--- config.mk ---
export PLATFORM = sky130hd
export DESIGN_NAME = autocfg_relocator
export DESIGN_NICKNAME = d
export VERILOG_FILES = /design/src/rtl/autocfg_pkg.sv /design/src/rtl/autocfg_ctrl.sv /design/src/rtl/autocfg_dpath.sv /design/src/rtl/autocfg_relocator.sv
export SDC_FILE = /design/constraint.sdc
export NUM_CORES = 1
export LEC_CHECK = 0
export BUFFER_PORTS_ARGS = -buffer_cell sky130_fd_sc_hd__buf_4
export CORE_MARGIN = 1
export CORE_UTILIZATION = 42
export CTS_BUF_LIST = sky130_fd_sc_hd__clkbuf_8
export CTS_CLUSTER_SIZE = 10
export DETAILED_ROUTE_END_ITERATION = 16
export PLACE_DENSITY = 0.81
export RECOVER_POWER = 25
export SLEW_MARGIN = 5
export SYNTH_ARGS = -nofsm -noshare
export SYNTH_HDL_FRONTEND = slang
export SYNTH_SLANG_ARGS = --single-unit
export TNS_END_PERCENT = 10
--- constraint.sdc ---
create_clock -name clk -period 2.3 [get_ports clk]
set_clock_uncertainty 0.05 [all_clocks]
set_input_delay 0.345 -clock clk [delete_from_list [all_inputs] [get_ports clk]]
set_output_delay 0.345 -clock clk [all_outputs]
set_load 0.01 [all_outputs]
--- src/rtl/autocfg_pkg.sv ---
package autocfg_pkg;
  typedef enum logic [1:0] {
    ST_UNCONF = 2'd0,
    ST_CONFIG = 2'd1,
    ST_SHUT   = 2'd2
  } cfgState_t;

  typedef struct packed {
    logic ldLow;
    logic commit;
    logic shut;
  } cfgStrobe_t;

  // word offsets (byte offset >> 1) of the configuration registers
  localparam logic [14:0] OFS_BASE_HI = 15'h0024;
  localparam logic [14:0] OFS_BASE_LO = 15'h0025;
  localparam logic [14:0] OFS_SHUTUP  = 15'h0026;
endpackage

--- src/rtl/autocfg_ctrl.sv ---
module autocfg_ctrl
  import autocfg_pkg::*;
(
  input  logic        clk,
  input  logic        rstN,
  input  logic        strobe,
  input  logic        wrEn,
  input  logic        chainIn,
  input  logic        winHit,
  input  logic [14:0] ofsWord,
  output cfgStrobe_t  stb,
  output cfgState_t   state,
  output logic        chainOut
);
  cfgState_t stateNext;
  logic cfgWrite;

  assign cfgWrite = strobe && wrEn && chainIn && winHit && (state == ST_UNCONF);

  always_comb begin
    stb.ldLow  = cfgWrite && (ofsWord == OFS_BASE_LO);
    stb.commit = cfgWrite && (ofsWord == OFS_BASE_HI);
    stb.shut   = cfgWrite && (ofsWord == OFS_SHUTUP);
  end

  always_comb begin
    stateNext = state;
    if (stb.commit)    stateNext = ST_CONFIG;
    else if (stb.shut) stateNext = ST_SHUT;
  end

  always_ff @(posedge clk) begin
    if (!rstN) state <= ST_UNCONF;
    else       state <= stateNext;
  end

  assign chainOut = (state != ST_UNCONF);
endmodule

--- src/rtl/autocfg_dpath.sv ---
module autocfg_dpath
  import autocfg_pkg::*;
#(
  parameter int          ADDR_W    = 24,
  parameter logic [7:0]  CFG_PAGE  = 8'hE8,
  parameter logic [15:0] VENDOR_ID = 16'h1212,
  parameter logic [7:0]  PRODUCT   = 8'd0,
  parameter logic [31:0] SERIAL    = 32'd0,
  parameter logic [15:0] ROM_VEC   = 16'h1000
) (
  input  logic              clk,
  input  logic              rstN,
  input  logic [ADDR_W-1:1] busAddr,
  input  logic              strobe,
  input  logic              wrEn,
  input  logic [3:0]        wrNibble,
  input  logic              chainIn,
  input  cfgStrobe_t        stb,
  input  cfgState_t         state,
  output logic              winHit,
  output logic              cardSel,
  output logic [3:0]        rdNibble
);
  localparam int OFS_W  = 16;
  localparam int PAGE_W = ADDR_W - OFS_W;
  // type byte: bus type 11, no memlist, ROM vector valid, not chained, 64 KB
  localparam logic [7:0] TYPE_BYTE  = {2'b11, 1'b0, 1'b1, 1'b0, 3'b001};
  localparam logic [7:0] FLAGS_BYTE = 8'h00;

  logic [3:0]        baseLow;
  logic [PAGE_W-1:0] basePage;
  logic [PAGE_W-1:0] pageField;
  logic              baseHit;
  logic              selRaw;
  logic              inDesc;
  logic [4:0]        byteIdx;
  logic [7:0]        descByte;
  logic [3:0]        rawNib;

  always_ff @(posedge clk) begin
    if (!rstN) begin
      baseLow  <= '0;
      basePage <= '0;
    end else begin
      if (stb.ldLow)  baseLow  <= wrNibble;
      if (stb.commit) basePage <= PAGE_W'({wrNibble, baseLow});
    end
  end

  assign pageField = busAddr[ADDR_W-1:OFS_W];
  assign winHit    = (pageField == PAGE_W'(CFG_PAGE));
  assign baseHit   = (pageField == basePage);

  always_comb begin
    case (state)
      ST_UNCONF: selRaw = chainIn && winHit;
      ST_CONFIG: selRaw = baseHit;
      default:   selRaw = 1'b0;
    endcase
  end

  assign cardSel = strobe && selRaw;

  assign inDesc  = (busAddr[OFS_W-1:7] == '0);
  assign byteIdx = busAddr[6:2];

  always_comb begin
    case (byteIdx)
      5'd0:    descByte = TYPE_BYTE;
      5'd1:    descByte = PRODUCT;
      5'd2:    descByte = FLAGS_BYTE;
      5'd4:    descByte = VENDOR_ID[15:8];
      5'd5:    descByte = VENDOR_ID[7:0];
      5'd6:    descByte = SERIAL[31:24];
      5'd7:    descByte = SERIAL[23:16];
      5'd8:    descByte = SERIAL[15:8];
      5'd9:    descByte = SERIAL[7:0];
      5'd10:   descByte = ROM_VEC[15:8];
      5'd11:   descByte = ROM_VEC[7:0];
      default: descByte = 8'h00;
    endcase
  end

  assign rawNib   = busAddr[1] ? descByte[3:0] : descByte[7:4];
  assign rdNibble = (cardSel && !wrEn && inDesc)
                    ? ((byteIdx == 5'd0) ? rawNib : ~rawNib)
                    : 4'h0;
endmodule

--- src/rtl/autocfg_relocator.sv ---
module autocfg_relocator
  import autocfg_pkg::*;
#(
  parameter int          ADDR_W    = 24,
  parameter logic [7:0]  CFG_PAGE  = 8'hE8,
  parameter logic [15:0] VENDOR_ID = 16'h1212,
  parameter logic [7:0]  PRODUCT   = 8'd0,
  parameter logic [31:0] SERIAL    = 32'd0,
  parameter logic [15:0] ROM_VEC   = 16'h1000
) (
  input  logic              clk,
  input  logic              rstN,
  input  logic [ADDR_W-1:1] busAddr,
  input  logic              strobe,
  input  logic              wrEn,
  input  logic [3:0]        wrNibble,
  input  logic              chainIn,
  output logic              cardSel,
  output logic [3:0]        rdNibble,
  output logic              chainOut
);
  cfgStrobe_t stb;
  cfgState_t  state;
  logic       winHit;

  autocfg_ctrl u_ctrl (
    .clk      (clk),
    .rstN     (rstN),
    .strobe   (strobe),
    .wrEn     (wrEn),
    .chainIn  (chainIn),
    .winHit   (winHit),
    .ofsWord  (busAddr[15:1]),
    .stb      (stb),
    .state    (state),
    .chainOut (chainOut)
  );

  autocfg_dpath #(
    .ADDR_W    (ADDR_W),
    .CFG_PAGE  (CFG_PAGE),
    .VENDOR_ID (VENDOR_ID),
    .PRODUCT   (PRODUCT),
    .SERIAL    (SERIAL),
    .ROM_VEC   (ROM_VEC)
  ) u_dpath (
    .clk      (clk),
    .rstN     (rstN),
    .busAddr  (busAddr),
    .strobe   (strobe),
    .wrEn     (wrEn),
    .wrNibble (wrNibble),
    .chainIn  (chainIn),
    .stb      (stb),
    .state    (state),
    .winHit   (winHit),
    .cardSel  (cardSel),
    .rdNibble (rdNibble)
  );
endmodule

==> impl_metrics.xml <==
<?xml version="1.0" encoding="UTF-8"?>
<metrics>
  <group name="route">
    <metric name="detail_route.wirelength" unit="um">2110</metric>
    <metric name="detail_route.vias_per_cell" unit="">5.30</metric>
    <metric name="ant_nets" unit="">0</metric>
    <metric name="detail_route.wl_per_cell" unit="um">13.6</metric>
    <metric name="drt-initial-drc-count" unit="">17</metric>
    <metric name="number_of_drc_violations_after_detailed_routing" unit="">0</metric>
    <metric name="routed-via-count" unit="">822</metric>
    <metric name="detailedRoute.firstPassIterationCount" unit="">4</metric>
  </group>
  <group name="clock_tree">
    <metric name="htree_levels" unit="">1</metric>
    <metric name="cts_hold_buf" unit="">0</metric>
    <metric name="postCtsSetupBuffers" unit="">0</metric>
    <metric name="tritoncts" unit="">built</metric>
    <metric name="clock_latency" unit="ns">0.24</metric>
    <metric name="cts_buffers" unit="">3</metric>
    <metric name="worst_setup_hold_path_clk_slew" unit="ns">0.05</metric>
    <metric name="ctsRootBufferMaster" unit="">clkbuf_8</metric>
    <metric name="clock_sinks" unit="">14</metric>
    <metric name="cts-root-to-sink-buffers" unit="">2</metric>
  </group>
  <group name="logic_synthesis">
    <metric name="synth_top_area_cell" unit="">dfxtp_1</metric>
    <metric name="synth_area_per_cell" unit="sq um">9.04</metric>
    <metric name="ys_seq_elements" unit="">14</metric>
    <metric name="synth.area.top_cells" unit="">dfxtp_1 (35%), mux2i_1 (15%), nand2_1 (8.9%)</metric>
    <metric name="synth.net_count" unit="">121</metric>
    <metric name="synth_cells" unit="">89</metric>
    <metric name="synth-seq-area-share" unit="%">34.8</metric>
    <metric name="ys.warnings.count" unit="">0</metric>
    <metric name="synth.lib_cells_used.distinct" unit="">29</metric>
    <metric name="post-synth-top-area-fraction" unit="%">34.8</metric>
    <metric name="synth.cell_area" unit="sq um">805</metric>
  </group>
  <group name="sta">
    <metric name="finalHoldViolCount" unit="">0</metric>
    <metric name="worst_pin_slew" unit="ns">0.503</metric>
    <metric name="timing.final.crit_share" unit="%">110</metric>
    <metric name="report.final.slew_viol_count" unit="">0</metric>
    <metric name="grt_setup_unrepaired" unit="">true</metric>
    <metric name="max_freq" unit="GHz">0.396</metric>
    <metric name="least_setup_slack_across_all_paths_after_layout" unit="ns">-0.226</metric>
    <metric name="layout_min_cycle_time" unit="ns">2.53</metric>
    <metric name="max-slew-margin-rel" unit="%">66.2</metric>
    <metric name="setup_viol_count_final" unit="">4</metric>
  </group>
  <group name="die">
    <metric name="floorplan.io_pins" unit="">38</metric>
    <metric name="coreArea" unit="sq um">1760</metric>
    <metric name="chipWidth" unit="um">45.8</metric>
    <metric name="initial_utilization" unit="%">45.6</metric>
    <metric name="placement_rows" unit="">15</metric>
    <metric name="fp.dieArea" unit="sq um">2090</metric>
    <metric name="die_h" unit="um">45.8</metric>
  </group>
  <group name="setup_path">
    <metric name="critical_path_peak_fanout" unit="">3</metric>
    <metric name="source_of_the_critical_timing_path" unit="">busAddr[12]</metric>
    <metric name="critical_path.startpoint_type" unit="">input pin</metric>
    <metric name="worst_r2r_startpoint" unit="">u_ctrl.state[1]</metric>
    <metric name="endpoint_kind" unit="">output port</metric>
    <metric name="max_stage_delay" unit="ns">0.50</metric>
    <metric name="arrival" unit="ns">2.13</metric>
    <metric name="crit_path_top_delay_cell" unit="">or4_1</metric>
    <metric name="setup.worst_path.class" unit="">in2out</metric>
    <metric name="timing.critical_path.required" unit="ns">1.90</metric>
    <metric name="critical_path.cell_chain" unit="">buf_6 &gt; or4_1 &gt; or4_4 &gt; or3_4 &gt; a211oi_2 &gt; buf_4</metric>
  </group>
  <group name="place">
    <metric name="hpwl" unit="um">1600</metric>
    <metric name="place_worst_setup_slack" unit="ns">-0.273</metric>
    <metric name="portBuffers" unit="">37</metric>
    <metric name="finalWeightedCongestion" unit="">0.757</metric>
  </group>
  <group name="layout">
    <metric name="antenna_cells" unit="">0</metric>
    <metric name="final_cell_mix" unit="">buf_4 (38), nand2_1 (19), dfxtp_1 (14)</metric>
    <metric name="layout-drive-gt1-share" unit="%">40.0</metric>
    <metric name="n_fill_cell" unit="">155</metric>
    <metric name="finalNetCount" unit="">164</metric>
    <metric name="synthesis_to_layout_area_growth" unit="%">49.8</metric>
    <metric name="final_common_cell" unit="">buf_4</metric>
  </group>
  <group name="grt">
    <metric name="wire_length_of_the_first_global_routing_pass" unit="um">3310</metric>
    <metric name="pin_count_of_the_biggest_net_entering_global_routing" unit="">20</metric>
    <metric name="first_global_vias" unit="">811</metric>
    <metric name="aggregate_global_route_resource_usage" unit="%">22.0</metric>
    <metric name="grt-ovfl-total" unit="">0</metric>
    <metric name="grt_antenna_before_repair" unit="">0</metric>
  </group>
  <group name="outcome">
    <metric name="failed_checks" unit="">negative setup slack</metric>
    <metric name="status" unit="">finished, violations left</metric>
  </group>
  <group name="power">
    <metric name="powerDensity" unit="nW/um^2">424</metric>
    <metric name="vdd.ir_drop.worst" unit="mV">0.376</metric>
    <metric name="leak_pwr" unit="nW">0.559</metric>
    <metric name="fin_total_pwr" unit="uW">511</metric>
  </group>
  <group name="min_path">
    <metric name="hold_start" unit="">wrNibble[0]</metric>
    <metric name="min_path_type" unit="">in2reg</metric>
  </group>
  <group name="run">
    <metric name="timing.max_cap.violations" unit="">0</metric>
  </group>
</metrics>
## layer usage
layer  GRT usage [%]  part of all wire [%]  vias to the layer above
li1                -                     -                      409
met1            24.7                    41                      379
met2            42.6                    54                       32
met3            3.57                   5.2                        2
met4            5.29                  0.28                        0
met5               0                     0                        -
## cell usage after synthesis
| cell | count |
|---|---|
| nand2_1 | 19 |
| dfxtp_1 | 14 |
| mux2i_1 | 12 |
| xor2_1 | 7 |
| nor4_1 | 4 |
| a211oi_1 | 3 |
| or3_1 | 3 |
| a21oi_1 | 2 |
| and4b_1 | 2 |
| nand4_1 | 2 |
| nor3_1 | 2 |
| or4_1 | 2 |
| a21boi_1 | 1 |
| a31oi_1 | 1 |
| buf_1 | 1 |
| buf_4 | 1 |
| buf_6 | 1 |
| clkbuf_1 | 1 |
| inv_1 | 1 |
| nand2b_1 | 1 |
| nand4b_1 | 1 |
| nor2_1 | 1 |
| nor3b_1 | 1 |
| nor4_4 | 1 |
| o41ai_1 | 1 |
| or2_2 | 1 |
| or4_4 | 1 |
| or4bb_1 | 1 |
| xnor2_1 | 1 |
## cell type report
type                       count  area [sq um]  area share [%]
clock buffer                   3          41.3            3.43
inverter                       1          3.75           0.312
multi-input combinational     70           526            43.6
sequential                    14           280            23.3
tap                           25          31.3            2.60
timing repair buffer          42           323            26.8
## repair_timing
item	in CTS	in global routing
endpoints found under the setup margin	12	13
resized for setup	4	2
endpoints found under the hold margin	0	0
pin swaps	1	0
## sequential cells by signal, indices dropped and copies added (netlist names)
signal,flops
u_dpath.basePage,8
u_dpath.baseLow,4
u_ctrl.state,2
## power breakdown
group / total (mW) / switching, mW / internal, mW / leakage (nW)
sequential: 0.243 / 0.00000000265 / 0.243 / 0.113
combinational: 0.0764 / 0.0314 / 0.0450 / 0.425
clock: 0.192 / 0.0764 / 0.115 / 0.0216
## worst paths after layout
| kind | endpoint | slack (ns) | cells after the start |
|---|---|---|---|
| setup / recovery | rdNibble[1] | -0.23 | 6 |
| hold / removal | u_dpath.basePage[4] | 0.33 | 3 |
| setup reg to reg | u_dpath.basePage[7] | 0.16 | 6 |
| hold reg to reg | u_dpath.basePage[3] | 0.42 | 2 |
## stage by stage
| step | setup TNS, ns | util, % | hold WS (ns) | cells | area [sq um] |
|---|---|---|---|---|---|
| after floorplan | -0.531 | - | 0.375 | 89 | 822 |
| final | -0.836 | 68.3 | 0.335 | 155 | 1200 |
| after CTS | -0.850 | 68.1 | 0.331 | 155 | 1200 |
| after global placement | -3.17 | 64.8 | 0.401 | 152 | 1140 |
| after global routing | -1.01 | 68.3 | 0.345 | 155 | 1200 |
| after detailed placement | -3.37 | 64.8 | 0.417 | 152 | 1140 |
## worst max-delay path: cells and delay by family
family	cells	cell delay, ns
AOI/OAI and AO/OA	1	0.20
buffers and inverters	2	0.24
and+or+nand+nor	3	1.34
## cell families (layout without fill, tap and decap cells)
kind of cell              count (synthesis)  in the layout  synth area share, %
DFF                                      14             14                 34.8
and+or+nand+nor                          42             42                 30.9
AOI/OAI and AO/OA                         8              8                 6.84
xor gates and xnor gates                  8              8                 8.71
buffers and inverters                     5             46                 3.73
muxes                                    12             12                 14.9
Note: power is estimated with default switching activity, not from simulation.
